==> config.mk <==
export PLATFORM = sky130hd
export DESIGN_NAME = cq_post_engine
export DESIGN_NICKNAME = d
export VERILOG_FILES = /design/src/rtl/cqp_pkg.sv /design/src/rtl/cqp_pend_fifo.sv /design/src/rtl/cqp_ring_ptr.sv /design/src/rtl/cqp_irq_gen.sv /design/src/rtl/cq_post_engine.sv
export SDC_FILE = /design/constraint.sdc
export NUM_CORES = 1
export LEC_CHECK = 0
export BUFFER_PORTS_ARGS = -buffer_cell sky130_fd_sc_hd__buf_2
export CORE_MARGIN = 5
export CORE_UTILIZATION = 45
export CTS_CLUSTER_DIAMETER = 80
export DETAILED_ROUTE_END_ITERATION = 10
export HOLD_SLACK_MARGIN = 0.08
export PLACE_DENSITY_LB_ADDON = 0.12
export RECOVER_POWER = 25
export SLEW_MARGIN = 20
export SYNTH_ARGS = -nofsm -noshare
export SYNTH_HDL_FRONTEND = slang
export SYNTH_SLANG_ARGS = --single-unit
==> constraint.sdc <==
create_clock -name clk -period 4.8 [get_ports clk]
set_clock_uncertainty 0.15 [all_clocks]
set_input_delay 0.72 -clock clk [delete_from_list [all_inputs] [get_ports clk]]
set_output_delay 0.72 -clock clk [all_outputs]
set_load 0.02 [all_outputs]
==> src/rtl/cqp_pkg.sv <==
package cqp_pkg;

   localparam int ENTRY_W = 128;
   localparam int CODE_W  = 15;
   localparam int ID_W    = 16;

   typedef struct packed {
      logic [CODE_W-1:0] code;
      logic [ID_W-1:0]   cid;
      logic [ID_W-1:0]   sqid;
      logic [ID_W-1:0]   sqhead;
   } cqp_req_t;

   localparam int REQ_W = $bits(cqp_req_t);

   // Status word is {code, phase}; lower 64 bits carry no command result.
   function automatic logic [ENTRY_W-1:0] cqp_build(input cqp_req_t r, input logic ph);
      return {r.code, ph, r.cid, r.sqid, r.sqhead, 64'd0};
   endfunction

endpackage

==> src/rtl/cqp_pend_fifo.sv <==
module cqp_pend_fifo #(
   parameter int W     = 63,
   parameter int DEPTH = 4
) (
   input  logic         clk,
   input  logic         rst_n,
   input  logic         push,
   input  logic [W-1:0] din,
   input  logic         pop,
   output logic [W-1:0] dout,
   output logic         empty,
   output logic         full
);

   generate
      if (DEPTH == 1) begin : g_single
         logic         vld;
         logic [W-1:0] hold;

         always_ff @(posedge clk or negedge rst_n) begin
            if (!rst_n)    vld <= 1'b0;
            else if (push) vld <= 1'b1;
            else if (pop)  vld <= 1'b0;
         end

         always_ff @(posedge clk) begin
            if (push) hold <= din;
         end

         assign dout  = hold;
         assign empty = !vld;
         assign full  = vld;
      end else begin : g_ring
         localparam int PTR_W = $clog2(DEPTH);
         localparam int CNT_W = $clog2(DEPTH + 1);

         logic [W-1:0]     mem [DEPTH];
         logic [PTR_W-1:0] rd_p, wr_p;
         logic [CNT_W-1:0] cnt;

         function automatic logic [PTR_W-1:0] step(input logic [PTR_W-1:0] p);
            return (p == PTR_W'(DEPTH - 1)) ? '0 : p + 1'b1;
         endfunction

         always_ff @(posedge clk or negedge rst_n) begin
            if (!rst_n) begin
               rd_p <= '0;
               wr_p <= '0;
               cnt  <= '0;
            end else begin
               if (push) wr_p <= step(wr_p);
               if (pop)  rd_p <= step(rd_p);
               case ({push, pop})
                  2'b10:   cnt <= cnt + 1'b1;
                  2'b01:   cnt <= cnt - 1'b1;
                  default: cnt <= cnt;
               endcase
            end
         end

         always_ff @(posedge clk) begin
            if (push) mem[wr_p] <= din;
         end

         assign dout  = mem[rd_p];
         assign empty = (cnt == '0);
         assign full  = (cnt == CNT_W'(DEPTH));
      end
   endgenerate

endmodule

==> src/rtl/cqp_ring_ptr.sv <==
module cqp_ring_ptr #(
   parameter int QIDX_W = 12
) (
   input  logic              clk,
   input  logic              rst_n,
   input  logic [QIDX_W-1:0] qsize,
   input  logic              advance,
   input  logic              db_valid,
   input  logic [QIDX_W-1:0] db_head,
   output logic [QIDX_W-1:0] tail,
   output logic [QIDX_W-1:0] head,
   output logic              phase,
   output logic              ring_full
);

   logic [QIDX_W-1:0] tail_inc;
   logic              tail_wrap;
   logic [QIDX_W-1:0] tail_nxt;

   assign tail_inc  = tail + 1'b1;
   assign tail_wrap = (tail_inc == qsize);
   assign tail_nxt  = tail_wrap ? '0 : tail_inc;
   assign ring_full = (tail_nxt == head);

   always_ff @(posedge clk or negedge rst_n) begin
      if (!rst_n) begin
         tail  <= '0;
         phase <= 1'b1;
      end else if (advance) begin
         tail <= tail_nxt;
         if (tail_wrap) phase <= !phase;
      end
   end

   always_ff @(posedge clk or negedge rst_n) begin
      if (!rst_n)                          head <= '0;
      else if (db_valid && db_head < qsize) head <= db_head;
   end

endmodule

==> src/rtl/cqp_irq_gen.sv <==
module cqp_irq_gen #(
   parameter int VEC_W = 5
) (
   input  logic             clk,
   input  logic             rst_n,
   input  logic             wr_done,
   input  logic             wr_busy,
   input  logic             more_ready,
   input  logic             irq_en,
   input  logic             msix_en,
   input  logic [VEC_W-1:0] vec_in,
   output logic             msix_valid,
   output logic [VEC_W-1:0] msix_vector,
   output logic             pin_pulse
);

   logic armed;
   logic fire;

   // The batch ends when nothing is in flight and nothing can start now.
   assign fire = armed && !wr_busy && !more_ready;

   always_ff @(posedge clk or negedge rst_n) begin
      if (!rst_n) begin
         armed       <= 1'b0;
         msix_valid  <= 1'b0;
         msix_vector <= '0;
         pin_pulse   <= 1'b0;
      end else begin
         if (wr_done)   armed <= 1'b1;
         else if (fire) armed <= 1'b0;
         msix_valid <= fire && irq_en && msix_en;
         pin_pulse  <= fire && irq_en && !msix_en;
         if (fire && irq_en && msix_en) msix_vector <= vec_in;
      end
   end

endmodule

==> src/rtl/cq_post_engine.sv <==
module cq_post_engine
   import cqp_pkg::*;
#(
   parameter int ADDR_W     = 32,
   parameter int QIDX_W     = 12,
   parameter int PEND_DEPTH = 4,
   parameter int VEC_W      = 5,
   parameter int CQE_EXP    = 4
) (
   input  logic               clk,
   input  logic               rst_n,
   input  logic [ADDR_W-1:0]  cfg_base,
   input  logic [QIDX_W-1:0]  cfg_qsize,
   input  logic               cfg_irq_en,
   input  logic               cfg_msix_en,
   input  logic [VEC_W-1:0]   cfg_vector,
   input  logic               cpl_valid,
   output logic               cpl_ready,
   input  logic [15:0]        cpl_cid,
   input  logic [15:0]        cpl_sqid,
   input  logic [15:0]        cpl_sqhead,
   input  logic [14:0]        cpl_code,
   output logic               wr_valid,
   input  logic               wr_ready,
   output logic [ADDR_W-1:0]  wr_addr,
   output logic [ENTRY_W-1:0] wr_data,
   input  logic               db_valid,
   input  logic [QIDX_W-1:0]  db_head,
   output logic               msix_valid,
   output logic [VEC_W-1:0]   msix_vector,
   output logic               pin_pulse
);

   generate
      if (QIDX_W < 2)                   begin : g_bad_idx   $error("QIDX_W must be at least 2"); end
      if (PEND_DEPTH < 1)               begin : g_bad_depth $error("PEND_DEPTH must be at least 1"); end
      if (CQE_EXP < 4 || CQE_EXP > 12)  begin : g_bad_exp   $error("CQE_EXP out of range"); end
      if (ADDR_W < QIDX_W + CQE_EXP)    begin : g_bad_addr  $error("ADDR_W too small for ring span"); end
   endgenerate

   cqp_req_t          req_in, req_head;
   logic              fifo_empty, fifo_full, fifo_push, fifo_pop;
   logic [QIDX_W-1:0] ring_tail, ring_head;
   logic              ring_phase, ring_full;
   logic              accept, load;

   assign req_in    = '{code: cpl_code, cid: cpl_cid, sqid: cpl_sqid, sqhead: cpl_sqhead};
   assign cpl_ready = !fifo_full;
   assign fifo_push = cpl_valid && cpl_ready;
   assign accept    = wr_valid && wr_ready;
   assign load      = !wr_valid && !fifo_empty && !ring_full;
   assign fifo_pop  = load;

   cqp_pend_fifo #(.W(REQ_W), .DEPTH(PEND_DEPTH)) u_pend (
      .clk   (clk),
      .rst_n (rst_n),
      .push  (fifo_push),
      .din   (req_in),
      .pop   (fifo_pop),
      .dout  (req_head),
      .empty (fifo_empty),
      .full  (fifo_full)
   );

   cqp_ring_ptr #(.QIDX_W(QIDX_W)) u_ring (
      .clk       (clk),
      .rst_n     (rst_n),
      .qsize     (cfg_qsize),
      .advance   (accept),
      .db_valid  (db_valid),
      .db_head   (db_head),
      .tail      (ring_tail),
      .head      (ring_head),
      .phase     (ring_phase),
      .ring_full (ring_full)
   );

   // Write request register: filled from the buffer, emptied on accept.
   always_ff @(posedge clk or negedge rst_n) begin
      if (!rst_n)      wr_valid <= 1'b0;
      else if (load)   wr_valid <= 1'b1;
      else if (accept) wr_valid <= 1'b0;
   end

   always_ff @(posedge clk or negedge rst_n) begin
      if (!rst_n) begin
         wr_addr <= '0;
         wr_data <= '0;
      end else if (load) begin
         wr_addr <= cfg_base + (ADDR_W'(ring_tail) << CQE_EXP);
         wr_data <= cqp_build(req_head, ring_phase);
      end
   end

   cqp_irq_gen #(.VEC_W(VEC_W)) u_irq (
      .clk         (clk),
      .rst_n       (rst_n),
      .wr_done     (accept),
      .wr_busy     (wr_valid),
      .more_ready  (!fifo_empty && !ring_full),
      .irq_en      (cfg_irq_en),
      .msix_en     (cfg_msix_en),
      .vec_in      (cfg_vector),
      .msix_valid  (msix_valid),
      .msix_vector (msix_vector),
      .pin_pulse   (pin_pulse)
   );

endmodule

Word level (Yosys, flattened, before mapping)

Memory sizes are Yosys's and may differ from the RTL's. A register that Yosys moved wholly into a read port is not among the register bits.
Cells that the tools add are included.

Memories kept: 1
Logic and storage cells: 62
Bits in registers: 137
Bits in latches: 0
RAM bits: 252
Bits in read-only memories: 0

Bitwise logic cells: 0
Divide/modulo/power cells: 0
Add/subtract/negate cells: 6
Reduce and logical (&&, ||, !) cells: 24
Multipliers: 0
Order comparisons: 1
Mux-type cells: 10
Equal/unequal tests: 7
Shifts and indexed selects: 0

Memories:

| name              | depth | width | read ports | clocked after memory_dff | wr ports | line                | source |
|---|---|---|---|---|---|---|---|
| u_pend.g_ring.mem | 4     | 63    | 1          | 1                        | 1        | cqp_pend_fifo.sv:37 | `logic [W-1:0] mem [DEPTH];` |

Operators with widths:

| operator                | count |
|---|---|
| $add A32 B16 Y32        | 1 |
| $eq A12 B12 Y1          | 2 |
| $add A12 B1 Y12 const B | 1 |
| $lt A12 B12 Y1          | 1 |
| $mux W12                | 1 |
| $logic_and A1 B1 Y1     | 11 |
| $logic_not A1 Y1        | 8 |
| $eq A2 B2 Y1 const B    | 3 |
| $mux W1                 | 6 |
| $pmux W3 S2             | 1 |
| $reduce_bool A2 Y1      | 3 |
| $add A2 B1 Y2 const B   | 2 |
| $mux W2                 | 2 |
| $add A3 B1 Y3 const B   | 1 |
| $eq A3 B3 Y1 const B    | 1 |
| $logic_not A3 Y1        | 1 |
| $sub A3 B1 Y3 const B   | 1 |
| $eq A2 B1 Y1 const B    | 1 |
| $reduce_and A2 Y1       | 1 |

Longest topological paths before layout

Word-level depth: 10
Depth in mapped cells: 22

By module

Synthesis repeated with hierarchy kept, for this count alone.

Cells, all modules: 1,210
Area total of the unflattened synthesis: 17,006.3 um^2

By module, submodules not included:

| module         | area each (um^2) | instances | cells an instance | seq. area each (um^2) |
|---|---|---|---|---|
| cqp_pend_fifo  | 9,511.6          | 1         | 367               | 7,742.4 |
| cq_post_engine | 5,054.8          | 1         | 590               | 2,427.3 |
| cqp_ring_ptr   | 2,132.0          | 1         | 233               | 626.9 |
| cqp_irq_gen    | 307.8            | 1         | 20                | 200.2 |

Worst setup path before layout

Ideal clock, no wire load.

Path kind: register -> register
Start point: register u_ring.tail[1]
End point: register u_pend.g_ring.cnt[2]
Setup time: 0.079 ns
Stages on the path, launching flop included: 23
Data required time: 4.571 ns
Clock period less this slack: 4.437 ns
Slack: 0.363 ns
Data arrival time: 4.208 ns
Path through: dfrtp_1 ha_1 buf_2 and2_0 clkbuf_1 nand3_1 xnor2_1 a2111o_1 a211oi_4 buf_6 mux2i_1 a31oi_1 a41oi_2 nor2b_1 buf_6 buf_6 buf_6 ha_1 inv_1 fa_1 xor2_1 nor2_1 xor2_1

Longest elaborated chain between the ends: 8
Elaborated cells on any way between the ends: 10

Ends and longest elaborated chain:

| item                                              | line                 | source |
|---|---|---|
| start, declared                                   | cqp_ring_ptr.sv:10   | `output logic [QIDX_W-1:0] tail,` |
| start signal, assigned                            | cqp_ring_ptr.sv:30   | `tail <= tail_nxt;` |
| $add A12 B1 Y12 *                                 | cqp_ring_ptr.sv:20   | `assign tail_inc = tail + 1'b1;` |
| $eq A12 B12 Y1                                    | cqp_ring_ptr.sv:21   | `assign tail_wrap = (tail_inc == qsize);` |
| $mux W12 *                                        | cqp_ring_ptr.sv:22   | `assign tail_nxt = tail_wrap ? '0 : tail_inc;` |
| $eq A12 B12 Y1 *                                  | cqp_ring_ptr.sv:23   | `assign ring_full = (tail_nxt == head);` |
| $logic_not A1 Y1 *                                | cq_post_engine.sv:51 | `assign load = !wr_valid && !fifo_empty && !ring_full;` |
| $logic_and A1 B1 Y1 *                             | cq_post_engine.sv:51 |  |
| net fifo_pop                                      | cq_post_engine.sv:42 | `logic fifo_empty, fifo_full, fifo_push, fifo_pop;` |
| $eq A2 B1 Y1 or $eq A2 B2 Y1 (tied branches)      | cqp_pend_fifo.sv:53  | `case ({push, pop})` |
| $pmux W3 S2 or $reduce_bool A2 Y1 (tied branches) | -                    |  |
| end signal, assigned                              | cqp_pend_fifo.sv:54  | `2'b10: cnt <= cnt + 1'b1;` |
| end signal, assigned                              | cqp_pend_fifo.sv:55  | `2'b01: cnt <= cnt - 1'b1;` |
| end signal, assigned                              | cqp_pend_fifo.sv:56  | `default: cnt <= cnt;` |
| end, declared                                     | cqp_pend_fifo.sv:39  | `logic [CNT_W-1:0] cnt;` |

The timed path passes the listed nets; every way through them passes the cells marked *.
A chain may end at the register's enable or synchronous reset.

Final worst setup path

Start point: register u_ring.tail[0]
End point: register u_pend.g_ring.cnt[2]

Longest elaborated chain between the ends: 8
Elaborated cells on any way between the ends: 10

Ends and longest elaborated chain:

| item                                              | line |
|---|---|
| $add A12 B1 Y12 *                                 | cqp_ring_ptr.sv:20 |
| $eq A12 B12 Y1                                    | cqp_ring_ptr.sv:21 |
| $mux W12 *                                        | cqp_ring_ptr.sv:22 |
| $eq A12 B12 Y1 *                                  | cqp_ring_ptr.sv:23 |
| $logic_not A1 Y1 *                                | cq_post_engine.sv:51 |
| $logic_and A1 B1 Y1 *                             | cq_post_engine.sv:51 |
| $eq A2 B1 Y1 or $eq A2 B2 Y1 (tied branches)      | cqp_pend_fifo.sv:53 |
| $pmux W3 S2 or $reduce_bool A2 Y1 (tied branches) | - |

Every way passes the cells marked *; elsewhere a longest branch is shown, timed or not.

==> results_dict.tcl <==
set metrics [dict create \
    drt_iter0_markers 365 \
    synth-edff-count 252 \
    worstSkewPairLatency_ns 0.56 \
    cpMaxStageDelayCell "dfrtp_1" \
    grt_max_degree 99 \
    antenna_found_initial 5 \
    max_stage_delay_ns 0.53 \
    critical_path_peak_fanout 11 \
    hold_viol_final 0 \
    hp-class "input port to async pin" \
    outcome "finished, final reports clean" \
    path_cells "ha_2, and2_0, nand3_1, xnor2_1, a2111o_1, a211oi_4, buf_4, nor2b_1, o21ai_0, a41oi_2, nor2b_4, ha_1, inv_1, fa_1, xor2_1, nor2_1, xor2_1" \
    yosysSeqAreaShare_pct 65.6 \
    place_ws_ns 0.228 \
    critPathTopFamily "compound AO/OA/AOI/OAI gates" \
    min_period_ns 4.48 \
    yosys_warnings 0 \
    drc 0 \
    clock_path_buffers 3 \
    num_rows 70 \
    wl_per_cell_um 20.1 \
    synth_seq_cells 389 \
    cts_sinks 389 \
    synth_area_per_cell_sq_um 16.7 \
    drive_above_1_share_pct 35.0 \
    ir_drop_uv 446 \
    core_sq_um 36700 \
    cp_num_buf_inv 2 \
    async_flop_share_pct 35.2 \
    period_share_pct 93.3 \
    grt_pass1_wl_um 55100 \
    fin_hold_ws_ns 0.0794 \
    stdcell_area_sq_um 19600 \
    overflow 0 \
    path_class "flip-flop to flip-flop" \
    grt_pass1_vias 9484 \
    globalplace.congestion 0.827 \
    synth_ff_type "edfxtp_1" \
    synthCells 1005 \
    placed_area_sq_um 18200 \
    routed_wl_um 35400 \
    tightestPinTransition_ns 1.05 \
    cts_tree "built" \
    hpwl_um 22700 \
    p_per_area_nw_per_um2 624 \
    nets 1422 \
    worst_setup_path_end_kind "flip-flop" \
    placed_cells 1680 \
    fp.dieArea_sq_um 41200 \
    critical_path_arrival_ns 4.80 \
    fin_tns_setup_ns 0 \
    synthDistinctLibCells 52 \
    syn_area_sq_um 16800 \
    setup_viol 0 \
    power.leakage_nw 7.58 \
    hold_buffers 0 \
    fillers 3022 \
    clk_pin_slew_ns 0.06 \
    fin_cells 1762 \
    cts-root-buf "clkbuf_16" \
    die_y_um 203 \
    relSlewSlack_pct 30.0 \
    drv_slew 0 \
    worstPathRequired_ns 5.12 \
    worstSetupStartpointType "flip-flop" \
    cts-htree-levels 2 \
    final_antenna_net_count 0 \
    start_util_pct 45.7 \
    fmax_ghz 0.223 \
    path_common_cell "xor2_1" \
    rsz0062_at_grt "false" \
    grt_usage_pct 17.2 \
    io_buffers 235 \
    max_cap_viol_count 0 \
    routed_via_density 5.15 \
    vias 9080 \
    firstDrtPassIters 4 \
    setup_slack_ns 0.320 \
    boundaryPins 300 \
    die_x_um 203 \
    syn2layout_area_growth_pct 17.0 \
    cts_buffers 43 \
]
## layout make-up
class	instances	area [sq um]	area share, %
clock inverter	18	240	1.23
inverter	24	90.1	0.460
multi-input combinational	552	5250	26.8
antenna	1	2.50	0.0128
sequential	389	11000	56.1
clock buffer	61	1180	6.04
timing repair buffer	249	1240	6.34
tap	468	586	2.99
## placed cells by master, fill, tap and decap left out, drive strengths merged, types with 3 or more instances in the layout
cell / count
xnor2: 37
o21ai: 27
and2: 5
o21a: 4
edfxtp: 252
clkinv: 8
dfrtp: 136
a21o: 7
nor4b: 4
a31oi: 6
a21oi: 14
o211ai: 3
nand2b: 5
xor2: 19
clkbuf: 117
nor3: 14
bufinv: 5
nor2: 29
buf: 193
and3: 13
mux2: 116
nor2b: 7
o31ai: 6
ha: 30
mux4: 63
nand4: 5
nand3: 13
and4: 3
conb: 64
nor4: 4
mux2i: 4
nand2: 33
inv: 27
## routing by layer
layer,share of wire (%),vias to the layer above,track usage [%]
met2,50,248,28.8
met3,7.6,55,4.94
li1,-,4188,-
met4,2.0,8,5.14
met5,0.16,-,0
met1,41,4581,21.8
## power breakdown
group          switching [mW]  total, mW  internal [mW]
sequential              0.611       5.19           4.58
clock                    1.29       3.29           2.00
combinational            1.96       3.74           1.78
total                    3.87       12.2           8.36
## flip-flops by register name (all words and copies together), names as in the netlist, 2 cells and up
| signal | flops |
|---|---|
| u_irq.msix_vector | 5 |
| u_pend.g_ring.cnt | 3 |
| u_pend.g_ring.mem | 252 |
| u_pend.g_ring.rd_p | 2 |
| u_pend.g_ring.wr_p | 2 |
| u_ring.head | 12 |
| u_ring.tail | 12 |
| wr_addr | 32 |
| wr_data | 64 |
## logic make-up (layout without fill, tap and decap cells)
logic type | after synthesis | in the layout | share of synthesized area, %
and+or+nand+nor | 139 | 139 | 4.35
adders and majority gates | 32 | 32 | 2.48
DFF | 389 | 389 | 65.6
xor gates and xnor gates | 59 | 59 | 3.34
other | 1 | 65 | 0.0224
buffers and inverters | 127 | 352 | 4.61
muxes | 183 | 183 | 16.7
AOI/OAI and AO/OA | 75 | 75 | 2.89
## cells in the mapped netlist (2+ instances only)
cell type | n | area share (%)
fa_1 | 2 | 0.24
a21oi_1 | 14 | 0.42
buf_2 | 12 | 0.36
xor2_1 | 19 | 0.99
ha_1 | 30 | 2.2
edfxtp_1 | 252 | 45
o211ai_1 | 3 | 0.13
nor4b_1 | 3 | 0.16
mux2i_1 | 4 | 0.24
clkbuf_1 | 20 | 0.45
nand4_1 | 5 | 0.19
nand3_1 | 13 | 0.39
nor2_1 | 29 | 0.65
o21ai_0 | 27 | 0.81
o21a_1 | 4 | 0.18
mux2_4 | 8 | 0.72
buf_4 | 67 | 3.0
xnor2_1 | 37 | 1.9
nor2b_1 | 7 | 0.26
xnor3_1 | 2 | 0.27
nor4_1 | 4 | 0.15
nand2_1 | 33 | 0.74
o31ai_1 | 6 | 0.27
nor3_1 | 13 | 0.39
mux2_2 | 108 | 7.3
buf_6 | 4 | 0.27
inv_1 | 24 | 0.54
a31oi_1 | 6 | 0.22
or2_2 | 2 | 0.075
and2_1 | 4 | 0.15
nand2b_1 | 5 | 0.19
a211o_1 | 2 | 0.10
and4_1 | 3 | 0.16
a21o_1 | 7 | 0.31
dfrtp_1 | 136 | 20
and3_1 | 12 | 0.45
mux4_2 | 63 | 8.5
## final timing paths
check                               start                   end  slack, ns  depth (start not counted)
setup / recovery           u_ring.tail[0]  u_pend.g_ring.cnt[2]       0.32                         17
hold / removal                      rst_n           wr_addr[25]       0.08                          1
setup reg to reg           u_ring.tail[0]  u_pend.g_ring.cnt[2]       0.32                         17
hold reg to reg              u_ring.phase          u_ring.phase       0.34                          1
max in group asynchronous           rst_n        u_ring.head[9]       3.39                          2
min in group clk              cfg_msix_en       u_irq.pin_pulse       0.20                          2
## repair_timing
item                       4_1_cts  5_1_grt
resized for setup                0        1
buffers inserted                 0        2
setup endpoints to repair        0       89
## metrics by stage
stage | util (%) | total power [mW]
CTS | 53.5 | 12.5
floorplan | - | 7.88
global placement | 49.7 | 9.06
detailed placement | 49.7 | 9.11
global route | 53.4 | 12.9
finish | 53.4 | 12.2
Power figures use the tool's default switching activity.
